### src/rtl/lad_pkg.sv
package lad_pkg;
  // Result of one speculative slicer branch.
  typedef struct packed {
    logic dec;      // 1 = symbol +1
    logic err_neg;  // equalized value below ideal level of dec
  } lad_branch_t;
endpackage

### src/rtl/lad_branch.sv
module lad_branch
  import lad_pkg::*;
#(
  parameter int SAMPLE_W  = 8,
  parameter int TAP_W     = 8,
  parameter int REF_LEVEL = 32,
  parameter bit HYP_PLUS  = 1'b1  // assumed previous symbol: 1 = +1, 0 = -1
) (
  input  logic signed [SAMPLE_W-1:0] sample,
  input  logic signed [TAP_W-1:0]    h1,
  output lad_branch_t                res
);
  localparam int MAXW = (SAMPLE_W > TAP_W) ? SAMPLE_W : TAP_W;
  localparam int EQW  = MAXW + 2;
  localparam int ERW  = EQW + 1;
  localparam logic signed [ERW-1:0] LVL_POS = ERW'(REF_LEVEL);
  localparam logic signed [ERW-1:0] LVL_NEG = -ERW'(REF_LEVEL);

  logic signed [EQW-1:0] s_ext, h_ext, eq;
  logic signed [ERW-1:0] eq_ext, diff;

  always_comb begin
    s_ext = EQW'(sample);
    h_ext = EQW'(h1);
    // Cancel the post-cursor implied by the hypothesis
    if (HYP_PLUS) eq = s_ext - h_ext;
    else          eq = s_ext + h_ext;
    res.dec = ~eq[EQW-1];
    eq_ext  = ERW'(eq);
    diff    = eq_ext - (res.dec ? LVL_POS : LVL_NEG);
    res.err_neg = diff[ERW-1];
  end
endmodule

### src/rtl/lad_select.sv
module lad_select
  import lad_pkg::*;
(
  input  logic        clk,
  input  logic        rst_n,
  input  logic        advance,
  input  logic        take,
  input  lad_branch_t br_plus,
  input  lad_branch_t br_minus,
  output lad_branch_t pick
);
  logic prev_q;

  // The single remaining feedback loop: prev_q -> mux -> prev_q
  assign pick = prev_q ? br_plus : br_minus;

  always_ff @(posedge clk) begin
    if (!rst_n)                 prev_q <= 1'b0;
    else if (advance && take)   prev_q <= pick.dec;
  end
endmodule

### src/rtl/lookahead_dfe.sv
module lookahead_dfe
  import lad_pkg::*;
#(
  parameter int SAMPLE_W  = 8,
  parameter int TAP_W     = 8,
  parameter int REF_LEVEL = 32
) (
  input  logic                clk,
  input  logic                rst_n,
  input  logic                in_valid,
  output logic                in_ready,
  input  logic [SAMPLE_W-1:0] in_sample,
  input  logic [TAP_W-1:0]    h1_weight,
  output logic                out_valid,
  input  logic                out_ready,
  output logic                out_bit,
  output logic                out_err_neg
);
  localparam int NBR = 2;  // one branch per hypothesis of the previous symbol

  logic        advance;
  lad_branch_t br_now [NBR];
  lad_branch_t br_q   [NBR];
  logic        s1_valid;
  lad_branch_t chosen;

  assign advance  = ~out_valid | out_ready;
  assign in_ready = advance;

  // Speculative slicers: index 0 assumes +1, index 1 assumes -1
  for (genvar g = 0; g < NBR; g++) begin : g_branch
    lad_branch #(
      .SAMPLE_W (SAMPLE_W),
      .TAP_W    (TAP_W),
      .REF_LEVEL(REF_LEVEL),
      .HYP_PLUS (g == 0)
    ) u_branch (
      .sample(in_sample),
      .h1    (h1_weight),
      .res   (br_now[g])
    );

    always_ff @(posedge clk) begin
      if (!rst_n)       br_q[g] <= '0;
      else if (advance) br_q[g] <= br_now[g];
    end
  end

  always_ff @(posedge clk) begin
    if (!rst_n)       s1_valid <= 1'b0;
    else if (advance) s1_valid <= in_valid;
  end

  lad_select u_select (
    .clk     (clk),
    .rst_n   (rst_n),
    .advance (advance),
    .take    (s1_valid),
    .br_plus (br_q[0]),
    .br_minus(br_q[1]),
    .pick    (chosen)
  );

  always_ff @(posedge clk) begin
    if (!rst_n) begin
      out_valid   <= 1'b0;
      out_bit     <= 1'b0;
      out_err_neg <= 1'b0;
    end else if (advance) begin
      out_valid <= s1_valid;
      if (s1_valid) begin
        out_bit     <= chosen.dec;
        out_err_neg <= chosen.err_neg;
      end
    end
  end
endmodule

### config.mk
export PLATFORM = sky130hd
export DESIGN_NAME = lookahead_dfe
export DESIGN_NICKNAME = d
export VERILOG_FILES = /design/src/rtl/lad_pkg.sv /design/src/rtl/lad_branch.sv /design/src/rtl/lad_select.sv /design/src/rtl/lookahead_dfe.sv
export SDC_FILE = /design/constraint.sdc
export NUM_CORES = 1
export LEC_CHECK = 0
export BUFFER_PORTS_ARGS = -buffer_cell sky130_fd_sc_hd__buf_4
export CORE_MARGIN = 4
export CORE_UTILIZATION = 43
export DETAILED_ROUTE_END_ITERATION = 8
export HOLD_SLACK_MARGIN = 0.05
export PLACE_DENSITY_LB_ADDON = 0.08
export SETUP_SLACK_MARGIN = 0.05
export SLEW_MARGIN = 5
export SYNTH_ARGS = -nofsm -noshare
export SYNTH_HDL_FRONTEND = slang
export SYNTH_SLANG_ARGS = --single-unit
### constraint.sdc
create_clock -name clk -period 5.8 [get_ports clk]
set_input_delay 1.74 -clock clk [delete_from_list [all_inputs] [get_ports clk]]
set_output_delay 1.74 -clock clk [all_outputs]
set_load 0.05 [all_outputs]
==> results of run 1 <==
Yosys cell counts (2+ instances only):
master	number	area share [%]
dfxtp_1	4	9.6
o21a_1	2	1.8
nor2b_1	6	4.5
inv_1	10	4.5
o21ai_0	3	1.8
nor2_1	5	2.2
edfxtp_1	4	14
a21oi_1	6	3.6
nand2_1	6	2.7
a211oi_1	2	1.8
ha_1	16	24
o211ai_1	3	2.7
xnor2_1	5	5.2
worst max-delay path by stage:
stage          endpoint  slack [ns]  depth (start not counted)
3_3_place_gp   in_ready        1.69                          4
4_1_cts        in_ready        1.61                          4
3_5_place_dp   in_ready        1.62                          4
5_1_grt        in_ready        1.54                          4
6_report       in_ready        1.62                          4
2_1_floorplan  in_ready        1.86                          2
power groups by stage:
stage	clock network, mW	registers [mW]	logic [mW]
floorplan	0	0.0746	0.0545
detailed placement	0	0.0710	0.0828
global placement	0	0.0702	0.0817
finish	0.0417	0.0696	0.0820
global route	0.0475	0.0705	0.0923
CTS	0.0430	0.0698	0.0832
metal layers:
layer	track usage (%)	share of wire [%]	vias up
met1	14.09	43	335
met4	5.240	1.2	0
met2	23.64	51	18
met3	1.719	4.8	2
li1	-	-	381
met5	0	0	-
cell type report:
type / instances / area [um^2]
Tap cell: 25 / 31.28
Clock buffer: 3 / 22.52
Inverter: 10 / 37.54
Fill cell: 174 / 725.7
Multi-Input combinational cell: 74 / 593.1
Timing Repair Buffer: 23 / 172.7
Sequential cell: 8 / 200.2
registers in the layout (all words and copies together), names as in the netlist:
register     count
out_err_neg      1
br_q             4
s1_valid         1
out_valid        1
out_bit          1
stage by stage:
| step | area, um^2 | util [%] | worst slack [ns] |
|---|---|---|---|
| final | 1057 | 59.30 | 1.620 |
| after global routing | 1057 | 59.30 | 1.541 |
| after CTS | 1057 | 59.30 | 1.612 |
| after detailed placement | 1035 | 58.04 | 1.620 |
| after global placement | 1035 | 58.04 | 1.692 |
| after floorplan | 834.6 | - | 1.863 |
cells by family (layout without fill, tap and decap cells):
| kind of cell | count (synthesis) | count (layout) | share of synthesized area (%) |
|---|---|---|---|
| AO/OA/AOI/OAI | 25 | 25 | 21.44 |
| XOR/XNOR | 6 | 6 | 6.297 |
| adder cells (fa/ha/maj) | 18 | 18 | 26.54 |
| buffers and inverters | 11 | 36 | 4.948 |
| flip-flops | 8 | 8 | 23.99 |
| multiplexers | 1 | 1 | 1.199 |
| AND/OR/NAND/NOR | 24 | 24 | 15.59 |
critical path, delay by kind of cell:
kind | cells | cell delay, ns
buffers and inverters | 3 | 0.46
and+or+nand+nor | 1 | 0.24
placed cells by master (no fill, tap or decap), types with 2 or more instances in the layout:
| master | Yosys | routed |
|---|---|---|
| nand2_1 | 6 | 6 |
| clkbuf_4 | 0 | 3 |
| a21oi_1 | 6 | 6 |
| nor2b_1 | 6 | 6 |
| buf_4 | 0 | 23 |
| inv_1 | 10 | 10 |
| xnor2_1 | 5 | 5 |
| a211oi_1 | 2 | 2 |
| o21a_1 | 2 | 2 |
| nor2_1 | 5 | 5 |
| dfxtp_1 | 4 | 4 |
| o21ai_0 | 3 | 3 |
| ha_1 | 16 | 16 |
| o211ai_1 | 3 | 3 |
| edfxtp_1 | 4 | 4 |
==> out/metrics.yaml, run 1 <==
syn_inst: 93
cts_resized: 0
vias: 736
avgRoutedWirePerCell_um: 10.25
cts_buffers: 3
critPathMaxStageDelay_ns: 0.24
cts_buffer_depth: 2
dp_cells: 140
internal_power_uw: 131.6
ys.flop_type: "edfxtp_1"
cts.sinks: 8
crit_required_ns: 4.06
hold_class: "reg2reg"
rsz0062_at_grt: "false"
crit_path_start: "out_ready"
crit_path_frequent_cell: "buf_4"
die_h_um: 52.06
final_cells: 143
design.die.area_um2: 2710
netlist_area_um2: 834.6
yosysSeqAreaShare_pct: 23.99
syn_avg_cell_area_um2: 8.974
holdPathStages: 2
cts_hold_buf: 0
maxSlewHeadroom_pct: 77.86
worstHoldStart: "br_q[1][1]"
criticalPathCategory: "in2out"
r2r_start: "out_valid"
status: "finished clean"
nets: 156
p_leak_nw: 0.5000
clk_pin_slew_ns: 0.05
port_buffers: 23
rows: 15
cp-start-kind: "primary input"
power_density_nw_per_um2: 182.9
clock_skew_ns: 0.0008920
synth_warnings: 0
cts_tree: "yes"
r2r_cells: 4
seqPwrFrac_pct: 36.0
crit_slowest_cell: "nor2b_1"
detail-route-antenna-nets: 0
max-vdd-ir-drop_mv: 0.08595
start_util_pct: 46.81
synth-edff-count: 4
core_um2: 1783
finalHoldViolations: 0
dp_hpwl_um: 1331
fin_setup_tns_ns: 0
clk_latency_ns: 0.25
grt.overflow.total: 0
fin_crit_ns: 4.180
clock_power_share_pct: 21.6
switchingPower_uw: 61.75
timing.rr.end: "out_err_neg"
report.final.slew_viol_count: 0
whs_endpoint: "out_bit"
async_flop_share_pct: 0
die_w_um: 52.06
cts_setup_buffers: 0
post-route-drc-count: 0
ys_ff_latch: 8
power_uw: 193.4
drtIter0Drc: 3
pin_count: 24
grt_max_degree: 8
antenna_found_initial: 0
endpoint_kind: "primary output"
drive_gt1_share_pct: 26.27
syn_to_final_growth_pct: 26.69
share_comb_of_total_power_pct: 42.4
grt_pass1_vias: 703
wl_um: 1466
cap_viol_max_count: 0
hold_ws_ns: 0.4919
rrSetupSlack_ns: 4.54
grt_usage_pct: 12.67
cts_max_level: 1
min_period_over_period_pct: 72.07
first_pass_iters: 4
tightest_slew_ns: 0.3321
cp_cell_sequence: "buf_4 -> nor2b_1 -> inv_1 -> buf_4"
fmax_ghz: 0.2392
diodes: 0
cts_root_buf: "clkbuf_4"
vias_per_cell: 5.147
worst_ep_arrival_time_ns: 2.44
synth_cell_types: 34
worstPathMaxFanout: 5
gp_congestion: 0.7474
switching_share_pct: 31.93
grt_pass1_wl_um: 2670
synthesis.nets: 129
setup_violations: 0
No activity file was read; power rests on OpenSTA's default activity.
==> run 2: changes to the inputs <==
==> constraint.sdc (replaced) <==
create_clock -name clk -period 3.35 [get_ports clk]
set_input_delay 1.005 -clock clk [delete_from_list [all_inputs] [get_ports clk]]
set_output_delay 1.005 -clock clk [all_outputs]
set_load 0.05 [all_outputs]
==> out/metrics.yaml, run 2 (synthesized netlist as in run 1, its figures left out) <==
status: "finished clean"
drive_gt1_share_pct: 26.27
largest_reg_flops: 4
maxUsedRoutingLayer: "met4"
setup_violations: 0
first_pass_iters: 4
crit_path_start: "in_sample[3]"
internal_power_uw: 227.8
r2r_start: "out_valid"
clk_latency_ns: 0.24
fill_cells: 175
drtIter0Drc: 7
met2WireLength_um: 734
cts_hold_buf: 0
grt_max_degree: 8
dp_hpwl_um: 1315
p_leak_nw: 0.5000
port_buffers: 23
antenna_found_initial: 0
cts_buffers: 3
worst_ep_arrival_time_ns: 2.78
fin_setup_tns_ns: 0
min_period_over_period_pct: 81.25
wl_um: 1464
share_comb_of_total_power_pct: 43.0
clock_skew_ns: 0.001049
die_h_um: 52.06
grt_pass1_vias: 665
pin_count: 24
vias: 719
cts_setup_buffers: 0
cts_tree: "yes"
maxSlewHeadroom_pct: 79.81
max-vdd-ir-drop_mv: 0.1415
post-route-drc-count: 0
cp-start-kind: "primary input"
cap_viol_max_count: 0
hold_class: "reg2reg"
nets: 156
seqPwrFrac_pct: 36.2
wl_met1_um: 627
cts_max_level: 1
diodes: 0
regMostFlops: "br_q"
hold_ws_ns: 0.4720
clock_power_share_pct: 20.8
dp_slack_ns: 0.3773
grt_pass1_wl_um: 2622
switchingPower_uw: 103.6
vias_per_cell: 5.028
finalHoldViolations: 0
worstHoldStart: "s1_valid"
clk_pin_slew_ns: 0.05
start_util_pct: 46.81
tightest_slew_ns: 0.3028
postLayoutSetupSlackWorst_ns: 0.6280
power_density_nw_per_um2: 313.4
worstPathMaxFanout: 5
criticalPathCategory: "in2reg"
cts_resized: 0
rsz0062_at_grt: "false"
report.final.slew_viol_count: 0
syn_to_final_growth_pct: 26.69
crit_required_ns: 3.40
cts_buffer_depth: 2
fin_crit_ns: 2.722
routed-wl-met3_um: 98
cts_root_buf: "clkbuf_4"
design.die.area_um2: 2710
endpoint_kind: "register"
layout_commonest_cell: "buf_4"
gp_congestion: 0.7943
die_w_um: 52.06
final_cell_mix: "23 x buf_4, 16 x ha_1, 10 x inv_1"
core_um2: 1783
cts.sinks: 8
fmax_ghz: 0.3674
avgRoutedWirePerCell_um: 10.24
grt.overflow.total: 0
detail-route-antenna-nets: 0
grt_usage_pct: 12.57
switching_share_pct: 31.27
rows: 15
==> run 2: metal layers <==
layer | GRT usage [%] | vias to the layer above
met5 | 0 | -
met4 | 6.550 | 0
met3 | 2.006 | 2
met2 | 21.97 | 18
met1 | 14.49 | 316
li1 | - | 383
==> run 2: final timing paths <==
check | endpoint | slack (ns) | cells past startpoint
setup / recovery | br_q[0][0] | 0.63 | 9
hold / removal | s1_valid | 0.47 | 2
hold reg to reg | s1_valid | 0.47 | 2
setup reg to reg | out_bit | 2.09 | 5
==> run 2: critical path, stage by stage <==
cell and delay (ns):
buf_4 0.11, ha_1 0.34, o211ai_1 0.13, o211ai_1 0.22, o211ai_1 0.16, nor2b_1 0.17, xnor2_1 0.12, ha_1 0.27
a211oi_1 0.25
==> run 2: final cells by class <==
cell class              instances  area, um^2  area share, %
well taps                      25       31.28          2.959
inverters                      10       37.54          3.550
multi-input cells              74       593.1          56.09
flip-flops and latches          8       200.2          18.93
clock buffers                   3       22.52          2.130
repair buffers                 23       172.7          16.33
==> run 2: per-stage QoR <==
| step | instance area [um^2] | utilization, % | power, mW | cells |
|---|---|---|---|---|
| finish | 1057 | 59.30 | 0.3314 | 143 |
| global route | 1057 | 59.30 | 0.3632 | 143 |
| CTS | 1057 | 59.30 | 0.3380 | 143 |
| detailed placement | 1035 | 58.04 | 0.2661 | 140 |
| global placement | 1035 | 58.04 | 0.2628 | 140 |
| floorplan | 834.6 | - | 0.2235 | 93 |
==> run 2: power by group through the flow <==
stage / clock (mW) / combinational [mW] / sequential, mW
after floorplan: 0 / 0.0943 / 0.129
final: 0.0688 / 0.143 / 0.120
after CTS: 0.0732 / 0.145 / 0.120
after detailed placement: 0 / 0.144 / 0.122
after global placement: 0 / 0.141 / 0.122
after global routing: 0.0814 / 0.161 / 0.121
